`src/rtl/rst_vector_injector.sv`:
```
module rst_vector_injector #(
  parameter int IDX_W = 3
) (
  input  logic                 clk,
  input  logic                 rst_n,
  input  logic [(1<<IDX_W)-1:0] irq_lines,
  input  logic                 cpu_ie,
  input  logic                 stat_sync,
  input  logic [7:0]           stat_byte,
  input  logic                 rd_strobe,
  output logic                 irq_out,
  output logic [7:0]           data_out,
  output logic                 data_oe
);
  localparam int NL = 1 << IDX_W;

  logic [NL-1:0]    line_q, pend;
  logic             in_ack, rd_q;
  logic [IDX_W-1:0] win_idx, best;
  logic             ack_go, ack_done;

  always_comb begin
    best = '1;
    for (int i = NL-1; i >= 0; i--)
      if (pend[i]) best = IDX_W'(i);
  end

  assign ack_go   = stat_sync & stat_byte[0];
  assign ack_done = in_ack & rd_q & ~rd_strobe;

  always_ff @(posedge clk) begin
    if (!rst_n) begin
      line_q  <= '0;
      pend    <= '0;
      in_ack  <= 1'b0;
      rd_q    <= 1'b0;
      win_idx <= '0;
    end else begin
      line_q <= irq_lines;
      rd_q   <= rd_strobe;
      pend   <= (pend & ~((ack_done & pend[win_idx]) ? (NL'(1) << win_idx) : '0))
                | (irq_lines & ~line_q);
      if (ack_go) begin
        in_ack  <= 1'b1;
        win_idx <= best;
      end else if (stat_sync || ack_done) begin
        in_ack  <= 1'b0;
      end
    end
  end

  assign irq_out  = cpu_ie & (|pend) & ~in_ack;
  assign data_oe  = in_ack & rd_strobe;
  assign data_out = data_oe ? {2'b11, win_idx, 3'b111} : 8'h00;

  a_r2_gate_ie: assert property (@(posedge clk) disable iff (!rst_n)
    !cpu_ie |-> !irq_out);
  a_r2_quiet_in_ack: assert property (@(posedge clk) disable iff (!rst_n)
    data_oe |-> !irq_out);
  a_r4_opcode_form: assert property (@(posedge clk) disable iff (!rst_n)
    data_oe |-> (data_out[7:6] == 2'b11 && data_out[2:0] == 3'b111));
  a_r5_bus_released: assert property (@(posedge clk) disable iff (!rst_n)
    !data_oe |-> data_out == 8'h00);
  a_r6_stable_read: assert property (@(posedge clk) disable iff (!rst_n)
    (data_oe && $past(data_oe)) |-> $stable(data_out));
  a_r9_no_drive_without_read: assert property (@(posedge clk) disable iff (!rst_n)
    !rd_strobe |-> !data_oe);
endmodule

```
`config.mk`:
```
export PLATFORM = sky130hd
export DESIGN_NAME = rst_vector_injector
export DESIGN_NICKNAME = d
export VERILOG_FILES = /design/src/rtl/rst_vector_injector.sv
export SDC_FILE = /design/constraint.sdc
export NUM_CORES = 1
export LEC_CHECK = 0
export ABC_AREA = 1
export BUFFER_PORTS_ARGS = -buffer_cell sky130_fd_sc_hd__buf_4
export CORE_AREA = 5 5 55 57
export CTS_CLUSTER_DIAMETER = 60
export DETAILED_ROUTE_END_ITERATION = 16
export DIE_AREA = 0 0 60 62
export MAX_ROUTING_LAYER = met4
export PLACE_DENSITY = 0.79
export SETUP_SLACK_MARGIN = 0.5
export SLEW_MARGIN = 5
export SYNTH_ARGS = -nofsm -noshare
export SYNTH_HDL_FRONTEND = slang
export SYNTH_SLANG_ARGS = --single-unit
```
`constraint.sdc`:
```
create_clock -name clk -period 0.87 [get_ports clk]
set_input_delay 0.174 -clock clk [delete_from_list [all_inputs] [get_ports clk]]
set_output_delay 0.174 -clock clk [all_outputs]
set_load 0.02 [all_outputs]
```
# Word level (Yosys, flattened, before mapping)
# Index checks and enable logic that the tools add are counted.
[classes]
order_cmp = 1
n_shift = 1
n_mux = 13
n_reduce_logical = 3
n_bitwise = 14
[ops]
columns = ["cell", "count"]
rows = [
  ["two-way mux 3 bit", 6],
  ["bitwise AND 8 bit", 2],
  ["two-way mux 8 bit", 2],
  ["inverter 8 bit", 2],
  ["bitwise OR 8 bit", 1],
  ["OR reduction 8 bit", 1],
  ["<< shifter 1 x 3 -> 8 bit, first input constant", 1],
  ["bitwise AND 1 bit", 7],
  ["< comparator 3 x 4 -> 1 bit, second input constant", 1],
  ["two-way mux 1 bit", 4],
  ["binary-select mux 1 bit (select 3 bit)", 1],
  ["inverter 1 bit", 2],
  ["nonzero test 2 bit", 1],
  ["logical OR 1 bit", 1],
]
[word_totals]
ff_bits = 21
output_inout_bits = 10
inputBits = 21

# Logic depth before layout (Yosys ltp)
# Gate-level depths: netlist (run 1).
[depth]
ltp_word = 7
ltp_mapped = 9
ltp_nobuf = 8

# Worst setup path after synthesis (run 1)
# OpenSTA, ideal clock, no wires.
[synth_timing]
kind = "register -> output"
start = "reg pend[2]"
end = "out irq_out"
arrival_ns = 0.983
setup_slack_ns = -0.287
stages_incl_launch_ff = 5
path_cell_list = "dfxtp_1 -> nor2_1 -> nand2_1 -> nor4_1 -> nor3_1"
[synth_between]
elab_chain_len = 3
[synth_rtl]
columns = ["element", "line", "source"]
rows = [
  ["from (decl)", "17", "logic [NL-1:0] line_q, pend;"],
  ["from (signal assigned)", "41", "pend <= (pend & ~((ack_done & pend[win_idx]) ? (NL'(1) << win_idx) : '0))"],
  ["OR reduction 8 bit", "52", "assign irq_out = cpu_ie & (|pend) & ~in_ack;"],
  ["bitwise AND 1 bit (2 in a row)", "52", ""],
  ["to (decl)", "11", "output logic irq_out,"],
]
# No other way between the ends.

# Worst setup path in the final report (run 1)
[layout_timing]
start = "reg pend[1]"
end = "out irq_out"
# Same word-level chain as after synthesis.

==> impl_metrics.tcl, run 1 <==
set metrics [dict create \
    drt_drc_violations_left 0 \
    areaGrowthSynthToFinish_pct 55.06 \
    synth-seq-cells 21 \
    numPortBuffers 23 \
    via_count 1075 \
    layout_common_cells "45 x nand2_1, 33 x buf_4, 24 x inv_1" \
    antenna_found_initial 0 \
    cts.sinks 21 \
    first_global_vias 1031 \
    crit_path_max_fanout 2 \
    grt_setup_unrepaired "yes" \
    worst_clock_skew_ns 0.001645 \
    post_route_cells_drive_above_1_share_pct 49.25 \
    placed_instance_area_um2 1406 \
    maxClockFrequency_mhz 713.0 \
    ctsLongestPathBuffers 2 \
    slowest_stage "dfxtp_2" \
    synth.top_cell.area_share_pct 40.48 \
    run_status "finished, violations left" \
    first_pass_iters 4 \
    final_standard_cell_area_without_fillers_um2 1610 \
    finalCoreUtilization_pct 66.20 \
    coreArea_um2 2432 \
    hold-path-cell-count 3 \
    rows 18 \
    detail_route.vias_per_cell 4.654 \
    synth.avg_cell_area_um2 6.615 \
    cts.clk_slew.worst_paths_ns 0.11 \
    timing.reg2reg.worst_path_depth 7 \
    fin_nets 223 \
    finalSetupViolCount 22 \
    clock_tree.root_cell "clkbuf_4" \
    critical_path.cell_chain "nor2_4 > nand2_2 > nor4_4 > nor3_2 > buf_4" \
    drt_iter0_drc 18 \
    worstSetupStartpointType "register" \
    gr-total-overflow 0 \
    die_width_um 60 \
    cts_tree "yes" \
    worst_slew_pin_slew_ns 0.2097 \
    initial_utilization_pct 42.70 \
    relSlewSlack_pct 85.88 \
    synth.yosys.seq_area_share_pct 40.48 \
    synthesis.yosys.warnings 0 \
    remaining_number_of_nets_flagged_by_the_antenna_check_after_routing 0 \
    netlist_top_cells_area "dfxtp_1 40%, nand2_1 22%, inv_1 10%" \
    die-area_um2 3720 \
    total_global_routing_track_utilization_pct 15.19 \
    gp_routability_congestion 0.9540 \
    max_cap_violations 0 \
    clock_latency_ns 0.31 \
    syn-cell-area_um2 1038 \
    worstPathRequired_ns 0.70 \
    dp_hpwl_mm 1.716 \
    leakagePower_nw 0.8703 \
    cp.arrival_ns 1.23 \
    grt_max_degree 17 \
    largest_vdd_supply_drop_uv 977.4 \
    hold_viol_final 0 \
    global_route_wire_length_before_repair_mm 4.091 \
    tritoncts.num_buffers 3 \
    cts_hold_buffers 0 \
    insertedDiodeCount 0 \
    final-max-slew-violation-count 0 \
    total_detailed_routing_wirelength_mm 2.475 \
    finalWorstSetupSlack_ns -0.5326 \
    number_of_distinct_library_cell_variants_in_the_gate_level_netlist_after_synthesis 20 \
    finalWorstPathRequiredPeriod_ns 1.403 \
    slowest_delay_ns 0.35 \
    mostFrequentLayoutCell "nand2_1" \
    synth.largest_area_cell "dfxtp_1" \
    cts_htree_levels 1 \
    synthesis.instances 157 \
    cp-end-kind "output pin" \
    io-pin-count 31 \
    net_count_of_the_mapped_netlist 178 \
    critical_path_class "reg2out" \
    die_h_um 62 \
    failing_checks "negative setup slack" \
    final.period_utilization_pct 161.2 \
    power_per_cell_area_nw_per_um2 1359 \
    wl_per_cell_um 10.71 \
    worst_hold_path_type "in2reg" \
]
[worst max-delay path, delay by kind of cell, from the launching register on]
kind                   cells  cell delay, ns
flip-flops                 1            0.35
buffers and inverters      1            0.15
AND/OR/NAND/NOR            4            0.42
[path summary, 6_finish.rpt]
path	start	end	slack, ns
setup / recovery	pend[1]	irq_out	-0.53
hold / removal	irq_lines[3]	line_q[3]	0.04
setup reg to reg	in_ack	pend[2]	-0.26
hold reg to reg	line_q[4]	pend[4]	0.41
[cell families after synthesis]
| logic type | share of synthesized area [%] |
|---|---|
| buffers and inverters | 17.47 |
| AO/OA/AOI/OAI | 4.699 |
| flip-flops | 40.48 |
| AND/OR/NAND/NOR | 37.35 |
[routing by layer]
layer | wire length, um | GRT usage [%] | part of all wire [%]
met5 | 0 | - | 0
met4 | 65 | 8.544 | 2.6
met3 | 157 | 2.893 | 6.3
met2 | 1249 | 26.54 | 50
met1 | 1003 | 16.06 | 41
[through the flow]
step,worst slack (ns),hold slack (ns),cells,setup TNS (ns),power [W]
floorplan,-0.1186,0.2660,157,-0.7826,0.001420
global placement,-0.3003,0.3654,217,-2.554,0.001593
detailed placement,-0.3377,0.3697,217,-3.037,0.001610
CTS,-0.5444,0.03826,227,-5.193,0.002162
global route,-0.6230,0.04111,231,-7.211,0.002309
finish,-0.5326,0.04484,231,-5.885,0.002188
[final cells by class]
class                   instances  area (um^2)
well taps                      30        37.54
inverters                      30        127.6
repair buffers                 47        405.4
fillers                       181        822.0
clock buffers                   4        26.28
flip-flops and latches         21        444.2
multi-input cells              99        569.3
[Yosys cell counts]
cell type	number
dfxtp_1	21
nor2_4	1
nand2_1	60
buf_2	1
nor2_1	9
inv_1	29
nor3_1	1
or2_1	4
buf_6	1
o21ai_1	1
nand2_2	3
inv_8	1
a211oi_1	1
nand4_1	7
nor4_1	1
o21ai_0	2
a31oi_1	1
buf_4	6
or2_2	3
a21oi_1	4
[sequential cells by signal (all words and copies together) (netlist names)]
name,cells
in_ack,1
line_q,8
pend,8
rd_q,1
win_idx,3
[where the power goes]
part / leakage, nW / internal (W) / switching, W
Clock: 0.0150 / 0.000179 / 0.000297
Combinational: 0.676 / 0.000310 / 0.000299
Sequential: 0.179 / 0.00104 / 0.0000665
Total: 0.870 / 0.00153 / 0.000662
[repair_timing]
item / 4_1_cts / 5_1_grt
setup buffers: 5 / 4
pin swaps: 9 / 8
setup endpoints to repair: 23 / 22
cloned: 1 / 0
gates resized for setup: 28 / 3
No activity file was read; power rests on OpenSTA's default activity.
==> run 2, diff against run 1 <==
--- a/config.mk
+++ b/config.mk
@@ -13,6 +13,7 @@
 export DIE_AREA = 0 0 60 62
 export MAX_ROUTING_LAYER = met4
 export PLACE_DENSITY = 0.79
+export REMOVE_ABC_BUFFERS = 1
 export SETUP_SLACK_MARGIN = 0.5
 export SLEW_MARGIN = 5
 export SYNTH_ARGS = -nofsm -noshare
==> impl_metrics.tcl, run 2 (same netlist as run 1, synthesis figures left out) <==
set metrics [dict create \
    mostFrequentLayoutCell "nand2_1" \
    worstPathRequired_ns 0.70 \
    fin_nets 227 \
    tritoncts.num_buffers 3 \
    critical_path_class "reg2out" \
    failing_checks "negative setup slack" \
    final-max-slew-violation-count 0 \
    numPortBuffers 23 \
    coreArea_um2 2432 \
    dp_hpwl_mm 1.668 \
    grt_setup_unrepaired "yes" \
    worst_hold_path_type "in2reg" \
    die_width_um 60 \
    grt_max_degree 19 \
    global_route_wire_length_before_repair_mm 4.215 \
    cts_hold_buffers 0 \
    insertedDiodeCount 0 \
    finalWorstPathRequiredPeriod_ns 1.401 \
    worst_clock_skew_ns 0.008478 \
    hold-path-cell-count 3 \
    gp_routability_congestion 0.9258 \
    total_global_routing_track_utilization_pct 15.63 \
    drt_drc_violations_left 0 \
    remaining_number_of_nets_flagged_by_the_antenna_check_after_routing 0 \
    layout_common_cells "46 x nand2_1, 37 x buf_4, 25 x inv_1" \
    hold_viol_final 0 \
    timing.reg2reg.worst_path_depth 8 \
    final_standard_cell_area_without_fillers_um2 1622 \
    largestRegisters "line_q: 8 flops, pend: 8 flops, win_idx: 3 flops" \
    leakagePower_nw 0.9008 \
    final.period_utilization_pct 161.0 \
    max_cap_violations 0 \
    cts.clk_slew.worst_paths_ns 0.12 \
    whs_ns 0.05563 \
    gr-total-overflow 0 \
    cp-end-kind "output pin" \
    die-area_um2 3720 \
    clock_latency_ns 0.30 \
    post_route_cells_drive_above_1_share_pct 48.78 \
    die_h_um 62 \
    placed_instance_area_um2 1315 \
    maxClockFrequency_mhz 714.0 \
    detail_route.vias_per_cell 4.668 \
    power_per_cell_area_nw_per_um2 1375 \
    finalSetupViolCount 22 \
    via_count 1097 \
    io-pin-count 31 \
    fin_total_pwr_w 0.002229 \
    cp.arrival_ns 1.23 \
    cts_tree "yes" \
    total_detailed_routing_wirelength_mm 2.698 \
    first_global_vias 986 \
    largest_vdd_supply_drop_uv 1171 \
    initial_utilization_pct 42.70 \
    relSlewSlack_pct 81.19 \
    ctsLongestPathBuffers 2 \
    cts_htree_levels 1 \
    clock_tree.root_cell "clkbuf_4" \
    antenna_found_initial 0 \
    rows 18 \
    finalCoreUtilization_pct 66.67 \
    cts.sinks 21 \
    areaGrowthSynthToFinish_pct 56.15 \
    wl_per_cell_um 11.48 \
    worstSetupStartpointType "register" \
    run_status "finished, violations left" \
    timing.setup.tns_ns -5.684 \
    crit_path_max_fanout 2 \
    first_pass_iters 4 \
    worst_slew_pin_slew_ns 0.2792 \
    finalWorstSetupSlack_ns -0.5305 \
    drt_iter0_drc 30 \
]
[run 2: cell count changes in the layout (fill, tap and decap cells not counted), moves of 2 or more]
cell | previous run | this run
buf_4 | 33 | 37
buf_6 | 14 | 12
buf_8 | 0 | 2
dfxtp_1 | 10 | 12
nand2_2 | 16 | 14
nand2_4 | 1 | 3
[run 2: per-layer routing]
metal | up-vias | GRT usage [%] | share of wire (%)
met2 | 38 | 25.77 | 48
met3 | 8 | 2.479 | 7.9
met5 | - | - | 0
met4 | 0 | 4.747 | 2.6
li1 | 565 | - | -
met1 | 486 | 19.67 | 42
[run 2: power breakdown]
part / switching, W / total (W) / internal [W] / leakage (nW)
clock: 0.000287 / 0.000465 / 0.000178 / 0.0150
sequential: 0.0000608 / 0.00110 / 0.00104 / 0.178
combinational: 0.000319 / 0.000667 / 0.000348 / 0.708
total: 0.000666 / 0.00223 / 0.00156 / 0.901
[run 2: timing repair]
action,CTS,global route
gates cloned,1,0
pin swaps,15,17
resized for setup,40,25
endpoints found under the setup margin,23,23
setup buffers,8,3
[run 2: worst paths after layout]
path	from	endpoint	slack [ns]
min reg2reg	line_q[4]	pend[4]	0.41
min	irq_lines[1]	line_q[1]	0.06
max reg2reg	pend[3]	win_idx[2]	-0.37
max	pend[3]	irq_out	-0.53
[run 2: critical path, stage by stage, from the launching register on]
cell and delay (ns):
dfxtp_2 0.35, nor2_4 0.12, nand2_2 0.08, nor4_2 0.15
nor3_1 0.08, buf_4 0.16
[run 2: per-stage QoR]
step / setup slack (ns) / cells
3_5_place_dp: -0.3662 / 219
2_1_floorplan: -0.4524 / 149
5_1_grt: -0.6001 / 235
3_3_place_gp: -0.3435 / 219
4_1_cts: -0.5345 / 232
6_report: -0.5305 / 235
[run 2: area by class of cell]
type,instances,area (um^2)
Fill cell,206,810.8
Inverter,30,122.6
Multi-Input combinational cell,99,553.0
Clock buffer,4,26.28
Sequential cell,21,439.2
Timing Repair Buffer,51,442.9
Tap cell,30,37.54
